<file path="config.mk">
export PLATFORM = sky130hd
export DESIGN_NAME = hit_cluster_encoder
export DESIGN_NICKNAME = d
export VERILOG_FILES = /design/src/rtl/hce_pkg.sv /design/src/rtl/hce_first_hit.sv /design/src/rtl/hce_run_len.sv /design/src/rtl/hit_cluster_encoder.sv
export SDC_FILE = /design/constraint.sdc
export NUM_CORES = 1
export LEC_CHECK = 0
export ABC_AREA = 1
export BUFFER_PORTS_ARGS = -buffer_cell sky130_fd_sc_hd__buf_2
export CORE_ASPECT_RATIO = 1.4
export CORE_MARGIN = 5
export CORE_UTILIZATION = 46
export CTS_CLUSTER_DIAMETER = 100
export DETAILED_ROUTE_END_ITERATION = 10
export PLACE_DENSITY = 0.69
export REMOVE_ABC_BUFFERS = 1
export SLEW_MARGIN = 20
export SYNTH_ARGS = -nofsm -noshare
export SYNTH_HDL_FRONTEND = slang
export SYNTH_SLANG_ARGS = --single-unit
</file>
<file path="constraint.sdc">
create_clock -name clk -period 4.7 [get_ports clk]
set_input_delay 0.47 -clock clk [delete_from_list [all_inputs] [get_ports clk]]
set_output_delay 0.47 -clock clk [all_outputs]
set_load 0.02 [all_outputs]
</file>
<file path="src/rtl/hce_pkg.sv">
// Package: shared types of the hit cluster encoder.
// Assumes nothing beyond standard SystemVerilog.
package hce_pkg;
    typedef enum logic {
        SCAN_IDLE = 1'b0,
        SCAN_RUN  = 1'b1
    } scan_state_e;
endpackage

</file>
<file path="src/rtl/hce_first_hit.sv">
// Module: hce_first_hit
// Finds the lowest-numbered set bit of a mask.
// Assumes W >= 2. The index output is 0 when no bit is set.
module hce_first_hit #(
    parameter int W = 64,
    localparam int IW = $clog2(W)
) (
    input  logic [W-1:0]  mask_i,
    output logic          found_o,
    output logic [IW-1:0] index_o
);
    // Priority encode, with the lowest index winning.
    always_comb begin
        found_o = |mask_i;
        index_o = '0;
        for (int i = W - 1; i >= 0; i--) begin
            if (mask_i[i]) index_o = IW'(i);
        end
    end
endmodule

</file>
<file path="src/rtl/hce_run_len.sv">
// Module: hce_run_len
// Measures the run of set bits that begins at start_i, capped at RUN_MAX.
// It returns the length minus one and a mask of the columns that the run used.
// Assumes that mask_i[start_i] is 1 (start_i is the lowest set bit).
module hce_run_len #(
    parameter int W       = 64,
    parameter int RUN_MAX = 4,
    localparam int IW = $clog2(W),
    localparam int LW = $clog2(RUN_MAX)
) (
    input  logic [W-1:0]  mask_i,
    input  logic [IW-1:0] start_i,
    output logic [LW-1:0] len_code_o,
    output logic [W-1:0]  used_o
);
    logic [W-1:0]       shifted;
    logic [RUN_MAX-1:0] run_bits;
    logic               cont;
    logic [LW:0]        count;

    // Walk up to RUN_MAX bits above the start, stopping at the first gap.
    always_comb begin
        shifted  = mask_i >> start_i;
        run_bits = '0;
        cont     = 1'b1;
        count    = '0;
        for (int i = 0; i < RUN_MAX; i++) begin
            if (cont && shifted[i]) begin
                run_bits[i] = 1'b1;
                count       = count + 1'b1;
            end else begin
                cont = 1'b0;
            end
        end
        len_code_o = LW'(count - 1'b1);
        used_o     = W'(run_bits) << start_i;
    end
endmodule

</file>
<file path="src/rtl/hit_cluster_encoder.sv">
// Module: hit_cluster_encoder
// Encodes one row of column hit flags into up to MAX_STATES cluster states.
// Each state holds a first-column address and a run-length code.
// It emits one state per cycle while busy. Results hold until the next row.
// Assumes that a row is offered only as a strobe and that strobes seen while busy may be dropped.
module hit_cluster_encoder
    import hce_pkg::*;
#(
    parameter int COLS       = 64,
    parameter int MAX_STATES = 6,
    parameter int RUN_MAX    = 4,
    localparam int AW = $clog2(COLS),
    localparam int LW = $clog2(RUN_MAX),
    localparam int CW = $clog2(MAX_STATES + 1)
) (
    input  logic                     clk,
    input  logic                     rst_n,
    input  logic                     row_valid_i,
    input  logic [COLS-1:0]          hits_i,
    output logic                     busy_o,
    output logic                     done_o,
    output logic [MAX_STATES-1:0]    state_valid_o,
    output logic [MAX_STATES*AW-1:0] state_addr_o,
    output logic [MAX_STATES*LW-1:0] state_len_o,
    output logic                     overflow_o
);
    scan_state_e             state_q;
    logic [COLS-1:0]         mask_q;
    logic [CW-1:0]           slot_q;
    logic [MAX_STATES-1:0]   valid_q;
    logic [MAX_STATES*AW-1:0] addr_q;
    logic [MAX_STATES*LW-1:0] len_q;
    logic                    ovf_q;
    logic                    done_q;

    logic                    found;
    logic [AW-1:0]           first_idx;
    logic [LW-1:0]           len_code;
    logic [COLS-1:0]         used;

    hce_first_hit #(.W(COLS)) u_first (
        .mask_i  (mask_q),
        .found_o (found),
        .index_o (first_idx)
    );

    hce_run_len #(.W(COLS), .RUN_MAX(RUN_MAX)) u_run (
        .mask_i     (mask_q),
        .start_i    (first_idx),
        .len_code_o (len_code),
        .used_o     (used)
    );

    // Sequencer: accept a row, emit one state per cycle, then finish.
    always_ff @(posedge clk) begin
        if (!rst_n) begin
            state_q <= SCAN_IDLE;
            mask_q  <= '0;
            slot_q  <= '0;
            valid_q <= '0;
            addr_q  <= '0;
            len_q   <= '0;
            ovf_q   <= 1'b0;
            done_q  <= 1'b0;
        end else begin
            done_q <= 1'b0;
            case (state_q)
                SCAN_IDLE: begin
                    if (row_valid_i) begin
                        mask_q  <= hits_i;
                        slot_q  <= '0;
                        valid_q <= '0;
                        addr_q  <= '0;
                        len_q   <= '0;
                        ovf_q   <= 1'b0;
                        state_q <= SCAN_RUN;
                    end
                end
                SCAN_RUN: begin
                    if (!found) begin
                        state_q <= SCAN_IDLE;
                        done_q  <= 1'b1;
                    end else if (slot_q == CW'(MAX_STATES)) begin
                        ovf_q   <= 1'b1;
                        state_q <= SCAN_IDLE;
                        done_q  <= 1'b1;
                    end else begin
                        for (int s = 0; s < MAX_STATES; s++) begin
                            if (slot_q == CW'(s)) begin
                                valid_q[s]           <= 1'b1;
                                addr_q[s*AW +: AW]   <= first_idx;
                                len_q[s*LW +: LW]    <= len_code;
                            end
                        end
                        mask_q <= mask_q & ~used;
                        slot_q <= slot_q + 1'b1;
                    end
                end
                default: state_q <= SCAN_IDLE;
            endcase
        end
    end

    // Output drive: the registered results.
    always_comb begin
        busy_o        = (state_q == SCAN_RUN);
        done_o        = done_q;
        state_valid_o = valid_q;
        state_addr_o  = addr_q;
        state_len_o   = len_q;
        overflow_o    = ovf_q;
    end
endmodule

</file>
==> flow_metrics.env <==
export IMPL_outcome="finished with violations"
export IMPL_failed_checks="setup timing"
export IMPL_drtPass1Iterations=6
export IMPL_syn_area_um2=8363
export IMPL_cts_tree="yes"
export IMPL_antenna_left=0
export IMPL_ys_flop_type="dfxtp_1"
export IMPL_die_w_um=124.0
export IMPL_seq_area_frac_synth_pct=29.68
export IMPL_dp_cells=1792
export IMPL_rows=58
export IMPL_worst_pin_slew_ns=1.194
export IMPL_finalNonFillerCells=1846
export IMPL_ir_worst_vdd_mv=0.2756
export IMPL_synth_xor_area_share_pct=0
export IMPL_post_route_period_util_pct=123.8
export IMPL_grt_pass1_vias=10173
export IMPL_drive_gt1_share_pct=25.53
export IMPL_finalWirelength_mm=33.70
export IMPL_core_um2=17920
export IMPL_drtIter0Drc=1136
export IMPL_drv_cap=0
export IMPL_gp_congestion=0.9978
export IMPL_pin_count=124
export IMPL_critPathCaptureType="flop"
export IMPL_antenna_found_initial=0
export IMPL_max_clock_freq_mhz=171.9
export IMPL_vias_per_cell=5.845
export IMPL_crit_type="reg -> reg"
export IMPL_hold_violations=0
export IMPL_place_area_um2=9778
export IMPL_hold_class="in -> reg"
export IMPL_synth_edf_count=0
export IMPL_reg2reg_slack_ns=-1.12
export IMPL_grt_max_degree=56
export IMPL_clockRootBuffer="clkbuf_16"
export IMPL_critPathTopFamily="simple AND/OR/NAND/NOR gates"
export IMPL_drt_wirelength_per_cell_um=18.26
export IMPL_final_util_pct=63.30
export IMPL_critPathArrivalTime_ns=6.15
export IMPL_postSynthAreaPerCell_um2=5.906
export IMPL_muxShareOfSynthArea_pct=0
export IMPL_ys_seq_elements=124
export IMPL_io_buffers=123
export IMPL_finClkSkew_ns=0.01155
export IMPL_cp_slowest_stage_delay_ns=0.33
export IMPL_finalMaxSlewViolations=0
export IMPL_finalSetupViolCount=74
export IMPL_dp_hpwl_mm=22.71
export IMPL_clock_latency_ns=0.44
export IMPL_critical_path_buf_inv_count=3
export IMPL_cts_max_level=4
export IMPL_critPathRequiredTime_ns=5.03
export IMPL_initial_core_util_pct=46.66
export IMPL_die_height_um=169.5
export IMPL_slew_headroom_pct=20.41
export IMPL_die_area_um2=21020
export IMPL_power_leakage_nw=5.235
export IMPL_rsz0062_at_grt="yes"
export IMPL_design_area_um2=11350
export IMPL_clockBufferDepth=2
export IMPL_synth_compound_area_share_pct=17.85
export IMPL_ys_types=37
export IMPL_cp_max_fo=8
export IMPL_timing_final_ws_setup_ns=-1.117
export IMPL_period_minus_slack_ns=5.817
export IMPL_power_total_mw=4.892
export IMPL_vias=10789
export IMPL_cts_clk_slew_worst_paths_ns=0.06
export IMPL_cpMaxStageDelayCell="dfxtp_2"
export IMPL_ys_warn_count=0
export IMPL_cts_sinks=124
export IMPL_fill_cells=1671
export IMPL_synth_top_family_by_area="simple AND/OR/NAND/NOR gates"
export IMPL_area_growth_pct=35.67
export IMPL_synthCells=1416
export IMPL_cellPowerDensity_nw_per_um2=431.1
export IMPL_synthAdderAreaFrac_pct=0.7481
export IMPL_grt_first_pass_wirelength_mm=51.67
export IMPL_start_kind="flop"
export IMPL_async_flop_share_pct=0
export IMPL_synth_simple_area_share_pct=41.04
export IMPL_fin_nets=1665
export IMPL_worst_path_most_repeated_cell="nand2_1"
export IMPL_cts_buffers=17
export IMPL_drc_errors=0
export IMPL_num_antenna_cells=0
export IMPL_grt_ovfl_total=0
export IMPL_grt_total_usage_pct=30.84
[cell usage after synthesis, types with 4 or more instances]
library cell  number  area [um2]
a21oi_1          157       785.8
buf_1             10       37.54
buf_2             15       75.07
clkbuf_1          62       232.7
clkinv_1           4       15.01
dfxtp_1          124        2482
ha_1               5       62.56
inv_1            127       476.7
inv_2              4       15.01
nand2_1          356        1336
nand3_1          307        1536
nand4_1           20       125.1
nor2_1            57       214.0
nor3_1            12       60.06
nor4_1            14       87.58
o21ai_0           98       490.5
o21ai_1           10       50.05
o21bai_1           4       30.03
[flip-flops by register name, summed over array words and instances, names as in the netlist]
register / flops
busy_o: 1
done_o: 1
mask_q: 64
overflow_o: 1
slot_q: 3
state_addr_o: 36
state_len_o: 12
state_valid_o: 6
[final cells by class]
class	instances	area (um2)	share of cell area (%)
Multi-Input combinational cell	1067	5612	49.46
Tap cell	240	300.3	2.647
Inverter	135	509.2	4.488
Sequential cell	124	2486	21.91
Clock inverter	14	145.1	1.279
Timing Repair Buffer	248	1854	16.34
Clock buffer	18	439.2	3.871
[kinds of logic (layout without fill, tap and decap cells)]
group                      after synthesis  count (layout)
adders and majority gates                5               5
DFF                                    124             124
buffers and inverters                  226             415
and+or+nand+nor                        776             777
AOI/OAI and AO/OA                      285             285
[worst paths after layout]
path | cells after the start | from | endpoint
setup / recovery | 81 | mask_q[62] | mask_q[8]
hold / removal | 3 | hits_i[1] | mask_q[1]
setup reg to reg | 81 | mask_q[62] | mask_q[8]
hold reg to reg | 2 | overflow_o | overflow_o
[metrics by stage]
| step | setup TNS (ns) | hold slack [ns] | worst slack (ns) |
|---|---|---|---|
| after detailed placement | -62.28 | 0.4475 | -1.065 |
| final | -74.28 | 0.2883 | -1.117 |
| after floorplan | -175.26 | 0.4556 | -2.482 |
| after global placement | -64.03 | 0.4441 | -1.111 |
| after global routing | -134.44 | 0.2988 | -1.905 |
| after CTS | -62.97 | 0.2815 | -0.9538 |
[cell usage in the layout (no fill, tap or decap), types with 4 or more instances in the layout]
cell type	n
o21ai_0	96
clkbuf_16	21
inv_1	126
nand2_4	11
inv_2	4
nand2_1	321
inv_6	6
nor2_4	8
nand3_1	262
nor2_2	4
a21oi_2	10
nand3_4	4
buf_6	12
nand2_2	26
clkinv_1	4
nand3_2	42
ha_1	5
buf_2	123
buf_4	95
nand4_1	20
nor3_1	12
o21ai_1	8
buf_12	11
nor4_1	12
dfxtp_1	121
a21oi_1	146
nor2_1	47
[metal layers]
layer / up-vias / track usage (%) / share of wire [%]
li1: 5126 / - / -
met1: 4926 / 35.74 / 37
met2: 573 / 51.75 / 47
met3: 164 / 6.736 / 9.1
met4: 0 / 17.83 / 6.4
met5: - / 0 / 0
[report_power, final]
part	internal, mW	switching (mW)
Combinational	0.904	1.46
Clock	0.760	0.586
Sequential	1.13	0.0593
[timing repair]
action,CTS,global route
pin swaps,27,49
gates cloned,2,5
hold endpoints to repair,0,0
setup buffers,10,5
hold buffers,0,0
resized for setup,74,95
setup endpoints to repair,74,80
[worst min-delay path, cell delays in order]
cell and delay, ns:
buf_2 0.09, nand2_1 0.05, a21oi_1 0.06
Power figures use the tool's default switching activity.
